File: src/rtl/howl_pkg.sv
package howl_pkg;

  typedef enum logic [1:0] {
    LOSS_NONE = 2'd0,
    LOSS_SEND = 2'd1,
    LOSS_RECV = 2'd2
  } loss_e;

  // Q15 gain for k half-decibel steps of attenuation (k = 0..17)
  function automatic logic [16:0] step_coef(input logic [4:0] k);
    logic [16:0] c;
    case (k)
      5'd0:  c = 17'd32768;
      5'd1:  c = 17'd30935;
      5'd2:  c = 17'd29205;
      5'd3:  c = 17'd27571;
      5'd4:  c = 17'd26029;
      5'd5:  c = 17'd24573;
      5'd6:  c = 17'd23198;
      5'd7:  c = 17'd21900;
      5'd8:  c = 17'd20675;
      5'd9:  c = 17'd19519;
      5'd10: c = 17'd18427;
      5'd11: c = 17'd17396;
      5'd12: c = 17'd16423;
      5'd13: c = 17'd15504;
      5'd14: c = 17'd14637;
      5'd15: c = 17'd13818;
      5'd16: c = 17'd13045;
      default: c = 17'd12315;
    endcase
    return c;
  endfunction

endpackage

File: src/rtl/howl_env.sv
module howl_env #(
  parameter int W        = 16,
  parameter int DECAY_SH = 4
) (
  input  logic                clk,
  input  logic                rst_n,
  input  logic                upd,
  input  logic signed [W-1:0] x,
  input  logic        [W-1:0] thr,
  output logic        [W-1:0] env_o,
  output logic                act_o
);
  logic [W-1:0] env_q, mag, dec;

  always_comb begin
    mag   = x[W-1] ? W'(-x) : W'(x);
    dec   = env_q - (env_q >> DECAY_SH);
    env_o = (mag > dec) ? mag : dec;
    act_o = (env_o >= thr);
  end

  always_ff @(posedge clk or negedge rst_n) begin
    if (!rst_n)   env_q <= '0;
    else if (upd) env_q <= env_o;
  end
endmodule

File: src/rtl/howl_dt.sv
module howl_dt
  import howl_pkg::*;
#(
  parameter int HANG = 256
) (
  input  logic  clk,
  input  logic  rst_n,
  input  logic  upd,
  input  logic  rin_act,
  input  logic  sin_act,
  output loss_e mode_o
);
  localparam int CW = $clog2(HANG + 1);

  loss_e         mode_q;
  logic [CW-1:0] hang_q;

  always_comb begin
    if (sin_act)            mode_o = LOSS_RECV;
    else if (rin_act)       mode_o = LOSS_SEND;
    else if (hang_q != '0)  mode_o = mode_q;
    else                    mode_o = LOSS_NONE;
  end

  always_ff @(posedge clk or negedge rst_n) begin
    if (!rst_n) begin
      mode_q <= LOSS_NONE;
      hang_q <= '0;
    end else if (upd) begin
      mode_q <= mode_o;
      if (sin_act || rin_act) hang_q <= CW'(HANG);
      else if (hang_q != '0)  hang_q <= hang_q - 1'b1;
    end
  end
endmodule

File: src/rtl/howl_agc.sv
module howl_agc
  import howl_pkg::*;
#(
  parameter int W        = 16,
  parameter int STEP_MAX = 17,
  parameter int TICK     = 8,
  parameter int KNEE     = 2068
) (
  input  logic                clk,
  input  logic                rst_n,
  input  logic                upd,
  input  logic                en,
  input  logic        [W-1:0] env,
  input  logic signed [W-1:0] x,
  output logic signed [W-1:0] y
);
  localparam int CF = 17;          // coefficient width, Q15 with unity
  localparam int PW = W + CF;      // product width
  localparam int TW = (TICK > 1) ? $clog2(TICK) : 1;

  logic [4:0]          step_q;
  logic [TW-1:0]       tick_q;
  logic                tick;
  logic [CF-1:0]       coef;
  logic signed [PW-1:0] xs;
  logic signed [PW-1:0] pp [CF];
  logic signed [PW-1:0] acc;

  assign tick = (tick_q == TW'(TICK - 1));
  assign coef = step_coef(step_q);
  assign xs   = {{(PW-W){x[W-1]}}, x};

  // shift-and-add multiply: one partial product per coefficient bit
  for (genvar b = 0; b < CF; b++) begin : g_pp
    assign pp[b] = coef[b] ? (xs <<< b) : '0;
  end

  always_comb begin
    acc = '0;
    for (int b = 0; b < CF; b++) acc = acc + pp[b];
    y = en ? acc[W+14:15] : x;
  end

  always_ff @(posedge clk or negedge rst_n) begin
    if (!rst_n) begin
      step_q <= '0;
      tick_q <= '0;
    end else begin
      if (upd) tick_q <= tick ? '0 : tick_q + 1'b1;
      if (!en) step_q <= '0;
      else if (upd && tick) begin
        if (env >= W'(KNEE)) begin
          if (step_q < 5'(STEP_MAX)) step_q <= step_q + 1'b1;
        end else if (step_q != '0) begin
          step_q <= step_q - 1'b1;
        end
      end
    end
  end
endmodule

File: src/rtl/howl_guard.sv
module howl_guard
  import howl_pkg::*;
#(
  parameter int W        = 16,
  parameter int DECAY_SH = 4,
  parameter int HANG     = 256,
  parameter int TICK     = 8,
  parameter int STEP_MAX = 17,
  parameter int KNEE     = 2068,
  parameter int CLIP_LVL = 16
) (
  input  logic                clk,
  input  logic                rst_n,
  input  logic                in_valid,
  output logic                in_ready,
  input  logic signed [W-1:0] rin_i,
  input  logic signed [W-1:0] sin_i,
  input  logic signed [W-1:0] sout_i,
  output logic                out_valid,
  input  logic                out_ready,
  output logic signed [W-1:0] rout_o,
  output logic signed [W-1:0] sout_o,
  input  logic                thru_i,
  input  logic                att_off_i,
  input  logic                clip_en_i,
  input  logic                agc_en_i,
  input  logic        [W-1:0] rin_thr_i,
  input  logic        [W-1:0] sin_thr_i
);
  localparam logic signed [W-1:0] CLIP_HI = W'(CLIP_LVL);
  localparam logic signed [W-1:0] CLIP_LO = W'(-CLIP_LVL);

  logic                accept;
  logic        [W-1:0] renv, senv;
  logic                ract, sact;
  loss_e               mode;
  logic signed [W-1:0] rgain, rproc, satt, sproc;

  assign in_ready = !out_valid || out_ready;
  assign accept   = in_valid && in_ready;

  howl_env #(.W(W), .DECAY_SH(DECAY_SH)) u_env_r (
    .clk(clk), .rst_n(rst_n), .upd(accept), .x(rin_i), .thr(rin_thr_i),
    .env_o(renv), .act_o(ract));

  howl_env #(.W(W), .DECAY_SH(DECAY_SH)) u_env_s (
    .clk(clk), .rst_n(rst_n), .upd(accept), .x(sin_i), .thr(sin_thr_i),
    .env_o(senv), .act_o(sact));

  howl_dt #(.HANG(HANG)) u_dt (
    .clk(clk), .rst_n(rst_n), .upd(accept), .rin_act(ract), .sin_act(sact),
    .mode_o(mode));

  howl_agc #(.W(W), .STEP_MAX(STEP_MAX), .TICK(TICK), .KNEE(KNEE)) u_agc (
    .clk(clk), .rst_n(rst_n), .upd(accept), .en(agc_en_i), .env(renv),
    .x(rin_i), .y(rgain));

  always_comb begin
    rproc = (mode == LOSS_RECV && !att_off_i) ? (rgain >>> 1) : rgain;
    satt  = (mode == LOSS_SEND && !att_off_i) ? (sout_i >>> 1) : sout_i;
    sproc = (clip_en_i && satt <= CLIP_HI && sat_ge(satt)) ? W'(1) : satt;
  end

  function automatic logic sat_ge(input logic signed [W-1:0] v);
    return v >= CLIP_LO;
  endfunction

  always_ff @(posedge clk or negedge rst_n) begin
    if (!rst_n) begin
      out_valid <= 1'b0;
      rout_o    <= '0;
      sout_o    <= '0;
    end else if (accept) begin
      out_valid <= 1'b1;
      rout_o    <= thru_i ? rin_i : rproc;
      sout_o    <= thru_i ? sin_i : sproc;
    end else if (out_ready) begin
      out_valid <= 1'b0;
    end
  end
endmodule

File: config.mk
export PLATFORM = sky130hd
export DESIGN_NAME = howl_guard
export DESIGN_NICKNAME = d
export VERILOG_FILES = /design/src/rtl/howl_pkg.sv /design/src/rtl/howl_env.sv /design/src/rtl/howl_dt.sv /design/src/rtl/howl_agc.sv /design/src/rtl/howl_guard.sv
export SDC_FILE = /design/constraint.sdc
export NUM_CORES = 1
export LEC_CHECK = 0
export BUFFER_PORTS_ARGS = -buffer_cell sky130_fd_sc_hd__buf_2
export CORE_MARGIN = 2
export CORE_UTILIZATION = 30
export CTS_CLUSTER_SIZE = 12
export DETAILED_ROUTE_END_ITERATION = 6
export SLEW_MARGIN = 20
export SYNTH_ARGS = -nofsm -noshare
export SYNTH_HDL_FRONTEND = slang
export SYNTH_SLANG_ARGS = --single-unit
File: constraint.sdc
create_clock -name clk -period 7.1 [get_ports clk]
set_input_delay 1.775 -clock clk [delete_from_list [all_inputs] [get_ports clk]]
set_output_delay 1.775 -clock clk [all_outputs]
set_load 0.02 [all_outputs]
==> results of run 1 <==
==> timing repair <==
action / CTS / global route
pin swaps: 28 / 85
endpoints found under the setup margin: 36 / 46
gates cloned: 0 / 7
resized for setup: 79 / 175
buffers inserted: 25 / 29
hold buffers: 0 / 0
==> registers in the layout, summed over array words and instances, names as in the netlist <==
signal / count
rout_o: 16
sout_o: 16
u_env_r.env_q: 16
u_env_s.env_q: 16
u_dt.hang_q: 9
u_agc.step_q: 5
u_agc.tick_q: 3
u_dt.mode_q: 2
out_valid: 1
==> area by class of cell <==
cell class / instances / area (sq um) / area share [%]
antenna: 1 / 2.50 / 0.0109
clock inverter: 7 / 73.8 / 0.320
timing repair buffer: 439 / 3550 / 15.4
clock buffer: 9 / 225 / 0.978
tap: 765 / 957 / 4.16
sequential: 84 / 2100 / 9.13
inverter: 292 / 1100 / 4.78
multi-input combinational: 1539 / 15000 / 65.2
==> through the flow <==
stage	power (mW)	area, sq um	worst slack [ns]	utilization, %	setup TNS (ns)
6_report	12.0	23000	-0.226	40.1	-4.88
5_1_grt	13.1	23000	-0.436	40.1	-13.26
2_1_floorplan	6.73	18000	-0.400	-	-6.14
3_3_place_gp	9.43	21000	-0.761	36.6	-20.30
4_1_cts	10.9	21900	-0.183	38.0	-1.48
3_5_place_dp	9.67	21000	-0.887	36.6	-25.68
==> worst max path at each step <==
stage                     cells past startpoint     start  slack (ns)         end
after floorplan                              28  rin_i[4]       -0.40   sout_o[0]
after global placement                       25  rin_i[4]       -0.76   sout_o[0]
after detailed placement                     24  rin_i[4]       -0.89   sout_o[0]
after CTS                                    26  rin_i[4]       -0.18   sout_o[0]
after global routing                         27  rin_i[4]       -0.44  rout_o[13]
final                                        27  rin_i[4]       -0.23  rout_o[13]
==> cell families (layout without fill, tap and decap cells) <==
kind of cell,count (synthesis),count (layout),synth area share [%]
AOI/OAI and AO/OA,364,364,13.5
xor gates and xnor gates,78,78,3.97
adders and majority gates,417,417,41.3
buffers and inverters,383,747,8.28
DFF,84,84,12.1
muxes,62,62,3.77
other,0,1,0
and+or+nand+nor,618,618,17.2
==> power by group through the flow <==
stage	registers [mW]	logic (mW)	clock network, mW
2_1_floorplan	0.871	5.86	0
3_3_place_gp	0.836	8.59	0
3_5_place_dp	0.839	8.83	0
4_1_cts	0.833	9.61	0.505
5_1_grt	0.865	11.7	0.520
6_report	0.850	10.6	0.491
==> layer usage <==
layer / GRT usage [%] / wire [um] / vias up
li1: - / - / 7335
met1: 24.3 / 24100 / 7955
met2: 30.6 / 26500 / 450
met3: 2.96 / 3110 / 76
met4: 4.12 / 1440 / 2
met5: 0 / 8 / -
==> synthesized netlist by cell type (16+ instances only) <==
library cell / instances / area, sq um
ha_1: 155 / 1940
a21o_1: 24 / 180
o21a_1: 20 / 150
o21ai_0: 91 / 455
nand2b_1: 17 / 106
fa_1: 262 / 5250
dfrtp_1: 84 / 2100
xnor2_1: 52 / 455
nand2_1: 283 / 1060
mux2i_1: 43 / 430
and2_1: 88 / 551
inv_1: 289 / 1080
a211oi_1: 17 / 128
xor2_1: 25 / 219
nand3_1: 26 / 130
clkbuf_1: 85 / 319
a21oi_1: 91 / 455
o31ai_1: 18 / 135
o22ai_1: 16 / 100
nor3_1: 21 / 105
mux2_2: 18 / 203
nor2_1: 75 / 282
==> cells in the final DEF, fill, tap and decap left out, drive strengths merged, types with 43 or more instances in the layout <==
cell,netlist,layout
mux2i,43,43
fa,262,262
ha,155,155
a21oi,91,91
buf,6,432
and2,88,88
dfrtp,84,84
xnor2,52,52
nand2,283,283
nor2,76,76
inv,289,296
o21ai,94,94
==> critical path, cell delays in order <==
cell,delay [ns]
buf_8,0.10
or4_4,0.57
or3_4,0.41
or4_4,0.45
o21ai_2,0.14
xor2_1,0.19
inv_1,0.10
ha_4,0.27
nand4_1,0.13
or4_4,0.45
or3_4,0.38
and2_4,0.19
buf_8,0.15
o21ai_2,0.20
ha_4,0.24
a21oi_2,0.12
nor2b_1,0.05
o21ai_1,0.11
o211ai_1,0.16
a21oi_4,0.21
o211ai_1,0.17
buf_4,0.19
a21oi_4,0.15
buf_6,0.15
nand2_1,0.07
a311oi_2,0.35
nor3_2,0.07
==> results.toml, run 1 <==
[clock_network]
clock_latency_ns = 0.36
cts_inserted_buffers = 9
clockBufferDepth = 2
cts_tree = "done"
ctsRootBufferMaster = "clkbuf_16"
cts.htree.levels = 3
clk_pin_slew_ns = 0.08
cts.sinks = 84

[power]
seqPwrFrac_pct = 7.1
p_per_area_nw_per_um2 = 520
ir_worst_vdd_mv = 0.333
swShare_pct = 48.9
comb_power_share_pct = 88.8
leakage_nw = 11.2
p_switching_mw = 5.85
clkPwrFrac_pct = 4.1
p_int_mw = 6.11

[global_route]
grt_pass1_wl_um = 87600
grt_pass1_vias = 16700
grt.overflow.total = 0
antenna_found_initial = 2
grt_usage_pct = 18.1
grt_max_degree = 57

[route]
viasPerCell = 5.04
post-route-drc-count = 0
drt_iter0_markers = 944
postRouteAntennaNets = 0
dr.pass1.iters = 5
routed_wl_um = 55200
vias = 15800
routedWlPerCell_um = 17.6

[synthesis]
synth_nets = 2511
netlist_instances = 2006
ys_async_sr_fraction_pct = 100
ys_seq_elements = 84
ys_seq_area_share_pct = 12.1
synth_enable_flop_cells = 0
synth_cell_types = 77
yosys_warnings = 0
avgSynthCellArea_sq_um = 8.68
synth_ff_type = "dfrtp_1"
syn_area_sq_um = 17400

[sta]
fmaxAchievable_mhz = 136
max_slew.worst_pin.slew_ns = 1.05
hold_viol = 0
min_period_ns = 7.33
layout_setup_ws_ns = -0.226
finalCritPeriodShare_pct = 103
relSlewSlack_pct = 30.1
finalMaxSlewViolations = 0
grt_setup_unrepaired = "true"
hold_ws_ns = 0.485
setup_viol = 40
skew_ns = 0.0111

[place]
place_inst = 3059
dp_hpwl_um = 43200
portBuffers = 121
gp_congestion = 0.941

[worst_setup_path]
reg2reg_depth = 29
crit_fanout = 8
critPathArrivalTime_ns = 7.57
r2r-end = "rout_o[13]"
reg2reg_slack_ns = -0.09
end_kind = "flip-flop"
worst-setup-path-type = "in -> reg"
cp-start-kind = "input pin"
crit_required_ns = 7.34
rr_startpoint = "u_agc.step_q[0]"

[die]
core-area_sq_um = 57500
die_h_um = 245
die_x_um = 245
io_pins = 122
row_count = 88
start_util_pct = 30.3
fp.dieArea_sq_um = 60000

[worst_hold_path]
hold_depth = 2
min_from = "u_env_r.env_q[0]"
holdPathEnd = "u_env_r.env_q[0]"
hp-class = "reg -> reg"

[final_layout]
final_layout_size_suffix_gt1_share_pct = 28.4
n_fill_cell = 5706
nNetsFinal = 2870
fin_cells = 3136
area_growth_pct = 32.4

[run]
drv_cap = 0

[outcome]
violations = "setup timing"
status = "finished with violations"
(Power assumes the default switching activity.)
==> run 2, diff against run 1 <==
--- a/config.mk
+++ b/config.mk
@@ -6,7 +6,7 @@
 export NUM_CORES = 1
 export LEC_CHECK = 0
 export BUFFER_PORTS_ARGS = -buffer_cell sky130_fd_sc_hd__buf_2
-export CORE_MARGIN = 2
+export CORE_MARGIN = 5
 export CORE_UTILIZATION = 30
 export CTS_CLUSTER_SIZE = 12
 export DETAILED_ROUTE_END_ITERATION = 6
==> results.toml, run 2 (synthesized netlist as in run 1, its figures left out) <==
[outcome]
status = "finished with violations"
violations = "setup timing"

[place]
portBuffers = 121
gp_congestion = 0.910
dp_hpwl_um = 43600
place_inst = 3051
place_area_sq_um = 21000

[sta]
grt_setup_unrepaired = "true"
relSlewSlack_pct = 42.3
min_period_ns = 7.45
setup_viol = 40
skew_ns = 0.00878
max_slew.worst_pin.slew_ns = 0.865
fmaxAchievable_mhz = 134
finalMaxSlewViolations = 0
layout_setup_ws_ns = -0.353
finalCritPeriodShare_pct = 105
hold_viol = 0

[clock_network]
cts.sinks = 84
clk_pin_slew_ns = 0.06
ctsRootBufferMaster = "clkbuf_16"
cts.htree.levels = 3
cts_tree = "done"
clockBufferDepth = 2
clock_latency_ns = 0.36
cts_inserted_buffers = 9

[final_layout]
fin_cells = 3095
diodes = 0
final_layout_size_suffix_gt1_share_pct = 26.2
mostFrequentLayoutCell = "inv_1"
nNetsFinal = 2830
utilization_pct = 39.2
design_area_sq_um = 22600
n_fill_cell = 5731
area_growth_pct = 29.6
final_cell_mix = "284 x inv_1, 273 x nand2_1, 251 x fa_1"

[worst_setup_path]
critical-path-max-stage-delay_ns = 0.57
worst-setup-path-type = "in -> reg"
critPathArrivalTime_ns = 7.70
critPathMostFrequentCell = "or4_4"
crit_required_ns = 7.34
crit_path_top_delay_cell = "or4_4"
crit_fanout = 7
cp-start-kind = "input pin"
end_kind = "flip-flop"

[power]
power_mw = 11.6
leakage_nw = 10.9
p_per_area_nw_per_um2 = 516
ir_worst_vdd_mv = 0.350

[die]
fp.dieArea_sq_um = 62900
start_util_pct = 30.2
die_h_um = 251
die_x_um = 251
io_pins = 122
core-area_sq_um = 57600
row_count = 88

[global_route]
grt_usage_pct = 16.9
grt_pass1_wl_um = 87300
grt_max_degree = 61
grt_pass1_vias = 16300
grt.overflow.total = 0
antenna_found_initial = 0

[worst_hold_path]
hp-class = "reg -> reg"

[route]
vias = 15600
viasPerCell = 5.04
dr.pass1.iters = 5
postRouteAntennaNets = 0
routedWlPerCell_um = 17.4
routed_wl_um = 53900
post-route-drc-count = 0
drt_iter0_markers = 946

[run]
drv_cap = 0
[run 2: cell types whose count changed in the layout (fill, tap and decap cells not counted), sizes merged]
cell    change
clkinv      +3
buf        -39
inv         -5
bufinv      +1
diode       -1
[run 2: through the flow]
stage | TNS (ns) | hold WS (ns) | setup slack (ns)
finish | -7.59 | 0.488 | -0.353
global placement | -21.39 | 0.462 | -0.790
global route | -14.47 | 0.523 | -0.476
CTS | -3.44 | 0.493 | -0.264
detailed placement | -26.70 | 0.469 | -0.922
floorplan | -6.14 | 0.450 | -0.400
[run 2: report_power, final]
part	leakage (nW)	switching [mW]	internal, mW
registers	1.01	0.167	0.677
logic	9.78	5.33	4.97
clock network	0.149	0.223	0.278
total	10.9	5.72	5.92
[run 2: final cells by class]
class / instances / area (sq um) / area share (%)
clock inverter: 6 / 72.6 / 0.322
sequential: 84 / 2100 / 9.32
clock buffer: 10 / 229 / 1.01
tap: 765 / 957 / 4.24
timing repair buffer: 399 / 3060 / 13.6
inverter: 292 / 1100 / 4.88
multi-input combinational: 1539 / 15000 / 66.7
[run 2: path summary, 6_finish.rpt]
check	from	endpoint	slack (ns)	cells after the start
hold reg to reg	u_env_s.env_q[0]	u_env_s.env_q[0]	0.49	2
setup reg to reg	u_agc.step_q[2]	rout_o[12]	-0.07	28
max in group asynchronous	rst_n	u_env_s.env_q[13]	4.62	2
min in group asynchronous	rst_n	rout_o[15]	1.33	1
hold / removal	u_env_s.env_q[0]	u_env_s.env_q[0]	0.49	2
setup / recovery	rin_i[5]	sout_o[0]	-0.35	25
[run 2: what timing repair did]
action / 4_1_cts / 5_1_grt
gates resized for setup: 70 / 132
setup endpoints to repair: 42 / 46
hold buffers: 0 / 0
pin swaps: 12 / 79
gates cloned: 1 / 1
setup buffers: 11 / 19
[run 2: worst max-delay path, delay by kind of cell]
family / cells / cell delay (ns)
AND/OR/NAND/NOR: 8 / 2.76
buffers and inverters: 3 / 0.31
AO/OA/AOI/OAI: 11 / 2.15
adder cells (fa/ha/maj): 2 / 0.49
XOR/XNOR: 1 / 0.18
[run 2: metal layers]
metal	up-vias	part of all wire (%)	track usage, %
li1	7257	-	-
met1	7817	44	23.4
met2	447	48	28.3
met3	74	5.4	2.42
met4	0	2.2	3.26
met5	-	0	0
